## config.mk

```make
export PLATFORM = sky130hd
export DESIGN_NAME = ofc_safety_ctrl
export DESIGN_NICKNAME = d
export VERILOG_FILES = /design/src/rtl/ofc_pkg.sv /design/src/rtl/ofc_strobe_cap.sv /design/src/rtl/ofc_hs_fsm.sv /design/src/rtl/ofc_laser_drv.sv /design/src/rtl/ofc_safety_ctrl.sv
export SDC_FILE = /design/constraint.sdc
export NUM_CORES = 1
export LEC_CHECK = 0
export ABC_AREA = 1
export CORE_AREA = 2 2 39 41
export DETAILED_ROUTE_END_ITERATION = 7
export DIE_AREA = 0 0 41 43
export DONT_BUFFER_PORTS = 1
export GPL_TIMING_DRIVEN = 0
export PLACE_DENSITY = 0.49
export REMOVE_ABC_BUFFERS = 1
export SLEW_MARGIN = 5
export SYNTH_ARGS = -nofsm -noshare
export SYNTH_HDL_FRONTEND = slang
export SYNTH_SLANG_ARGS = --single-unit
```

## constraint.sdc

```tcl
create_clock -name clk -period 1.85 [get_ports clk]
set_clock_uncertainty 0.1 [all_clocks]
set_input_delay 0.2775 -clock clk [delete_from_list [all_inputs] [get_ports clk]]
set_output_delay 0.2775 -clock clk [all_outputs]
set_load 0.005 [all_outputs]
```

## src/rtl/ofc_pkg.sv

```systemverilog
package ofc_pkg;

    typedef enum logic [1:0] {
        ST_ACTIVE = 2'd0,
        ST_DISC   = 2'd1,
        ST_STOP   = 2'd2,
        ST_RECON  = 2'd3
    } link_st_e;

    typedef struct packed {
        link_st_e st;
        logic     lit;
    } hs_regs_t;

    localparam int unsigned STATE_W = $bits(link_st_e);

endpackage

```

## src/rtl/ofc_strobe_cap.sv

```systemverilog
module ofc_strobe_cap (
    input  logic clk,
    input  logic rst_n,
    input  logic tick_en,
    input  logic cs_strobe,
    input  logic cs_rw,
    input  logic loop_en,
    output logic cmd_start,
    output logic cmd_stop
);
    logic strb_d, strb_q;
    logic rise;

    always_comb begin
        strb_d    = tick_en ? cs_strobe : strb_q;
        rise      = tick_en & cs_strobe & ~strb_q;
        cmd_start = rise & cs_rw & loop_en;
        cmd_stop  = rise & cs_rw & ~loop_en;
    end

    always_ff @(posedge clk or negedge rst_n) begin
        if (!rst_n) strb_q <= 1'b0;
        else        strb_q <= strb_d;
    end

    // a held strobe yields at most one command
    a_r3_single_take: assert property (@(posedge clk) disable iff (!rst_n)
        (cmd_start | cmd_stop) |=> !(cmd_start | cmd_stop));

endmodule

```

## src/rtl/ofc_hs_fsm.sv

```systemverilog
module ofc_hs_fsm
    import ofc_pkg::*;
(
    input  logic               clk,
    input  logic               rst_n,
    input  logic               tick_en,
    input  logic               los_dc,
    input  logic               los_ac,
    input  logic               dec_short,
    input  logic               dec_rep,
    input  logic               cmd_start,
    input  logic               cmd_stop,
    output logic               laser_req,
    output logic               loop_q,
    output logic [STATE_W-1:0] st_code
);
    hs_regs_t r_d, r_q;
    logic     dark;

    always_comb begin
        dark = los_dc | los_ac;
        r_d  = r_q;
        if (tick_en) begin
            if (cmd_stop) begin
                r_d.st  = ST_STOP;
                r_d.lit = 1'b0;
            end else if (cmd_start && r_q.st == ST_STOP) begin
                r_d.st  = ST_RECON;
                r_d.lit = 1'b1;
            end else if (!cmd_start) begin
                unique case (r_q.st)
                    ST_ACTIVE: begin
                        if (dark) begin
                            r_d.st  = ST_DISC;
                            r_d.lit = 1'b0;
                        end
                    end
                    ST_DISC: begin
                        if (dec_short) begin
                            r_d.st  = ST_RECON;
                            r_d.lit = 1'b0;
                        end
                    end
                    ST_RECON: begin
                        if (r_q.lit) begin
                            if (dec_short) begin
                                r_d.lit = 1'b0;
                                if (!dark) r_d.st = ST_ACTIVE;
                            end
                        end else if (dec_rep) begin
                            r_d.lit = 1'b1;
                        end
                    end
                    default: ;
                endcase
            end
        end
        laser_req = (r_d.st == ST_ACTIVE) || (r_d.st == ST_RECON && r_d.lit);
    end

    always_ff @(posedge clk or negedge rst_n) begin
        if (!rst_n) begin
            r_q.st  <= ST_STOP;
            r_q.lit <= 1'b0;
        end else begin
            r_q <= r_d;
        end
    end

    assign loop_q  = (r_q.st == ST_STOP);
    assign st_code = r_q.st;

    // no movement without the sampling enable
    a_r9_hold_idle: assert property (@(posedge clk) disable iff (!rst_n)
        !tick_en |=> $stable(r_q));
    // stop command always lands in Stop
    a_r4_stop_cmd: assert property (@(posedge clk) disable iff (!rst_n)
        (tick_en && cmd_stop) |=> (r_q.st == ST_STOP));
    // start command from Stop enters lit Reconnect
    a_r2_start: assert property (@(posedge clk) disable iff (!rst_n)
        (tick_en && cmd_start && r_q.st == ST_STOP) |=> (r_q.st == ST_RECON && r_q.lit));
    // light lost while active drops to Disconnect
    a_r7_loss: assert property (@(posedge clk) disable iff (!rst_n)
        (tick_en && !cmd_stop && !cmd_start && r_q.st == ST_ACTIVE && (los_dc || los_ac))
        |=> (r_q.st == ST_DISC));

endmodule

```

## src/rtl/ofc_laser_drv.sv

```systemverilog
module ofc_laser_drv (
    input  logic clk,
    input  logic rst_n,
    input  logic laser_req,
    input  logic clk_fault,
    output logic laser_q
);
    logic laser_d;

    always_comb laser_d = laser_req & ~clk_fault;

    always_ff @(posedge clk or negedge rst_n) begin
        if (!rst_n) laser_q <= 1'b0;
        else        laser_q <= laser_d;
    end

    // fault forces the laser dark on the next edge
    a_r10_fault_dark: assert property (@(posedge clk) disable iff (!rst_n)
        clk_fault |=> !laser_q);

endmodule

```

## src/rtl/ofc_safety_ctrl.sv

```systemverilog
module ofc_safety_ctrl
    import ofc_pkg::*;
(
    input  logic               clk,
    input  logic               rst_n,
    input  logic               tick_en,
    input  logic               los_dc,
    input  logic               los_ac,
    input  logic               dec_short,
    input  logic               dec_rep,
    input  logic               clk_fault,
    input  logic               cs_strobe,
    input  logic               cs_rw,
    input  logic               loop_en,
    output logic               laser_en,
    output logic               loopback_en,
    output logic [STATE_W-1:0] link_state
);
    logic cmd_start, cmd_stop, laser_req;

    ofc_strobe_cap u_cap (
        .clk       (clk),
        .rst_n     (rst_n),
        .tick_en   (tick_en),
        .cs_strobe (cs_strobe),
        .cs_rw     (cs_rw),
        .loop_en   (loop_en),
        .cmd_start (cmd_start),
        .cmd_stop  (cmd_stop)
    );

    ofc_hs_fsm u_fsm (
        .clk       (clk),
        .rst_n     (rst_n),
        .tick_en   (tick_en),
        .los_dc    (los_dc),
        .los_ac    (los_ac),
        .dec_short (dec_short),
        .dec_rep   (dec_rep),
        .cmd_start (cmd_start),
        .cmd_stop  (cmd_stop),
        .laser_req (laser_req),
        .loop_q    (loopback_en),
        .st_code   (link_state)
    );

    ofc_laser_drv u_drv (
        .clk       (clk),
        .rst_n     (rst_n),
        .laser_req (laser_req),
        .clk_fault (clk_fault),
        .laser_q   (laser_en)
    );

    // loopback and laser are never both on
    a_r4_loop_dark: assert property (@(posedge clk) disable iff (!rst_n)
        loopback_en |-> !laser_en);

endmodule

```

Word-level counts from Yosys, hierarchy flattened
Index checks and enable logic that the tools add are counted.
{ "word_totals": {"rom_bits": 0, "in_bits": 11, "mem_count": 0, "wordCells": 35, "out_inout_bits": 4, "latchBits": 0, "ram_bits": 0, "regBits": 5} }
{ "op_classes": {"n_shift": 0, "n_reduce_logical": 5, "n_addsub": 0, "n_bitwise": 10, "n_div": 0, "mul": 0, "eq_ne": 4, "n_mux": 12, "order_cmp": 0} }
{ "op_table": {"columns": ["op", "count"], "rows": [
  ["3-bit 2-to-1 mux", 7],
  ["3-bit one-hot mux with 3 select lines", 1],
  ["1-bit bitwise AND", 6],
  ["2-bit equality test (second input constant)", 3],
  ["2-bit zero test", 2],
  ["2-bit 2-to-1 mux", 2],
  ["1-bit inverter", 3],
  ["2-bit by 1-bit equality test with 1-bit output (second input constant)", 1],
  ["1-bit logical AND", 2],
  ["1-bit 2-to-1 mux", 2],
  ["1-bit logical OR", 1],
  ["1-bit OR", 1]
]} }

Longest topological paths before layout
{ "depth": {"word_depth": 13, "depth_mapped": 11, "mapped_depth_nobuf": 11} }

Cells and area by module
Synthesis repeated with hierarchy kept, for this count alone.
{ "unflattened": {"cells_unflattened": 67, "area_unflattened_um2": 400.4} }
{ "modules_own_cells": {"columns": ["module", "cells_each", "seq_area_each_um2", "instances", "area_each_um2"], "rows": [
  ["ofc_hs_fsm", 56, 76.3, 1, 310.3],
  ["ofc_strobe_cap", 8, 25.0, 1, 55.1],
  ["ofc_laser_drv", 3, 25.0, 1, 35.0]
]} }

Worst setup path after synthesis
No wires, ideal clock.
{ "synth_path": {"path_kind": "register -> register", "from": "register u_fsm.r_q (netlist bit u_fsm.st_code[1])", "to": "register u_drv.laser_q", "path_stages_with_launch": 12, "arrival_ns": 1.149, "setup_time_ns": 0.118, "t_required_ns": 1.632, "setup_slack_ns": 0.483, "n_path_buf": 0, "synth_period_minus_slack_ns": 1.367, "path_cell_list": "dfstp_2 > inv_2 > nor2_4 > inv_2 > nand2_2 > inv_1 > nand2_1 > nand3_1 > nand2_1 > nand2_2 > nand2_2 > a21oi_2"} }
{ "synth_lines": {"columns": ["element", "line_no", "source"], "rows": [
  ["start, declared", "ofc_hs_fsm.sv:17", "hs_regs_t r_d, r_q;"],
  ["start signal, assigned", "ofc_hs_fsm.sv:66", "r_q <= r_d;"],
  ["end signal, assigned", "ofc_laser_drv.sv:14", "else laser_q <= laser_d;"],
  ["end, declared", "ofc_laser_drv.sv:6", "output logic laser_q"]
]} }

==> results.json <==
{
  "path_clk_slew_ps": 40,
  "initial_utilization_pct": 29.75,
  "critPathCaptureType": "flip-flop",
  "ys_ff_latch": 5,
  "grt-ovfl-total": 0,
  "synth_seq_area_share_pct": 30.70,
  "p_total_w": 0.0005836,
  "drtPass1Iterations": 4,
  "die_x_um": 41,
  "cap_violations": 0,
  "wl_per_cell_um": 9.691,
  "grt_usage_pct": 11.52,
  "clockPowerShare_pct": 21.2,
  "fp.dieH_um": 43,
  "ys_warn_count": 0,
  "p_per_area_nw_per_um2": 1321,
  "rsz0062_at_grt": "no",
  "via_per_inst": 4.222,
  "holdBufCountCts": 1,
  "drtAntennaViolNets": 0,
  "power.internal_w": 0.0003277,
  "vias": 342,
  "pwr-share-comb_pct": 39.5,
  "outcome": "finished clean",
  "hp-start": "clk_fault",
  "dieArea_um2": 1763,
  "syn-cell-area_um2": 411.6,
  "synthCells": 63,
  "startpoint_type": "flip-flop",
  "hold_viol": 0,
  "p_leak_nw": 0.2366,
  "layout-drive-gt1-share_pct": 24.62,
  "wl_um": 785,
  "yosysTopAreaCellShare_pct": 24.32,
  "arrival_ps": 1520,
  "crit_family": "flip-flops",
  "drt_iter0_drc": 3,
  "regArea_um2": 126.4,
  "hpwl_um": 656.8,
  "syn2layout_area_growth_pct": 7.295,
  "numCtsBuffers": 3,
  "fmax_mhz": 672.1,
  "cp_max_fo": 6,
  "antenna_found_initial": 0,
  "grt_max_degree": 11,
  "path_cells": "inv_2, nor2_4, inv_2, nand2_2, inv_1, nand2_1, nand3_1, nand2_1, nand2_2, nand2_2, a21oi_2",
  "relSlewSlack_pct": 74.95,
  "cts.sinks": 5,
  "multi_input_area_um2": 210.2,
  "p_switching_w": 0.0002559,
  "yosys.area.top_type": "dfrtp_1",
  "seqPwrFrac_pct": 39.2,
  "clock_latency_ps": 240,
  "cpMaxStageDelayCell": "dfstp_2",
  "portBuffers": 0,
  "drc_errors": 0,
  "avgSynthCellArea_um2": 6.534,
  "cts_resized": 0,
  "place_congestion": 0.7082,
  "netSwitchingFraction_pct": 43.85,
  "criticalPathCategory": "flip-flop to flip-flop",
  "cp.required_ps": 1880,
  "synthTopCellsByArea": "dfrtp_1 (24%), nand2_1 (16%), nand3_1 (8.5%)",
  "layout_commonest_cell": "nand2_1",
  "cts_root_buf": "clkbuf_4",
  "post_cts.repair.setup_buffers": 0,
  "rows": 14,
  "layout_common_cells": "nand2_1 (17), inv_1 (8), nand3_1 (7)",
  "path_buf_inv": 3,
  "max-vdd-ir-drop_mv": 0.4440,
  "startpoint": "u_fsm.st_code[1]",
  "clockBufferDepth": 2,
  "nets": 77,
  "cts.htree.levels": 1,
  "fin_crit_sh_pct": 80.42,
  "period_needed_ps": 1488,
  "grt_pass1_wl_mm": 1.366,
  "diodes": 0,
  "crit_path_frequent_cell": "nand2_2",
  "hold_class": "input port to flip-flop",
  "worst_path_largest_cell_delay_ps": 580,
  "drv_slew": 0,
  "setup_violations": 0,
  "fin_tns_setup_ps": 0,
  "synth_cell_types": 20,
  "first_global_vias": 361,
  "cts_tree": "done",
  "tightest_slew_ps": 375.8,
  "reg2reg_from": "u_fsm.st_code[1]",
  "ios": 15,
  "fp.coreArea_um2": 1384,
  "fillCellCount": 167
}
[cell families after synthesis]
family                 after synthesis  share of synthesized area, %
AOI/OAI and AO/OA                    5                         6.989
and+or+nand+nor                     37                         44.07
buffers and inverters               16                         18.24
DFF                                  5                         30.70
[power groups by stage]
stage                     Combinational (W)  Sequential, W  Clock, W
after floorplan                    0.000199       0.000213         0
after global placement             0.000229       0.000234         0
after detailed placement           0.000230       0.000232         0
after CTS                          0.000235       0.000231  0.000132
after global routing               0.000270       0.000242  0.000134
final                              0.000231       0.000229  0.000124
[synth_stat cells, drive strengths merged]
cell    number
inv         13
a21oi        2
nor2         5
dfstp        1
nand2       20
o21ai        3
nand4        2
nand3        8
dfrtp        4
nor3         1
nand3b       1
buf          3
[registers in the layout (all words and copies together) (netlist names)]
| name | count |
|---|---|
| u_cap.strb_q | 1 |
| u_fsm.r_q | 1 |
| u_fsm.st_code | 2 |
| u_drv.laser_q | 1 |
[area by class of cell]
cell class,count,area share (%)
Multi-Input combinational cell,42,47.59
Sequential cell,5,28.61
Tap cell,16,4.533
Timing Repair Buffer,1,2.266
Clock buffer,4,5.949
Inverter,13,11.05
[per-layer routing]
layer | global-route usage (%) | vias up | part of all wire [%]
met2 | 16.25 | 6 | 51
met4 | 8.000 | 0 | 0
li1 | - | 196 | -
met1 | 15.41 | 140 | 46
met5 | 0 | - | 0
met3 | 1.571 | 0 | 3.4
[stage by stage]
step                area [um2]  util [%]  instances  hold WS [ps]  setup WS [ps]
floorplan                385.4         -         60        -118.1          470.1
global placement         405.4     29.29         76        -118.0          351.7
global route             441.7     31.92         81         99.37          242.9
CTS                      441.7     31.92         81         80.03          349.1
finish                   441.7     31.92         81         91.18          362.2
detailed placement       405.4     29.29         76        -118.0          352.0
[worst reg2reg max path, stage by stage, from the launching register on]
cell and delay (ps):
dfstp_2 580, inv_2 70, nor2_4 130, inv_2 50, nand2_2 60, inv_1 30, nand2_1 50, nand3_1 60
nand2_1 70, nand2_2 60, nand2_2 60, a21oi_2 40
[final timing paths]
kind                            slack (ps)                to  depth (start not counted)
worst max-delay path                   360     u_drv.laser_q                         11
worst min-delay path                    90     u_drv.laser_q                          3
worst max register to register         360     u_drv.laser_q                         11
worst min register to register         390      u_cap.strb_q                          2
max in group asynchronous             1170  u_fsm.st_code[1]                          1
min in group asynchronous              230     u_drv.laser_q                          1
(Power assumes the default switching activity.)
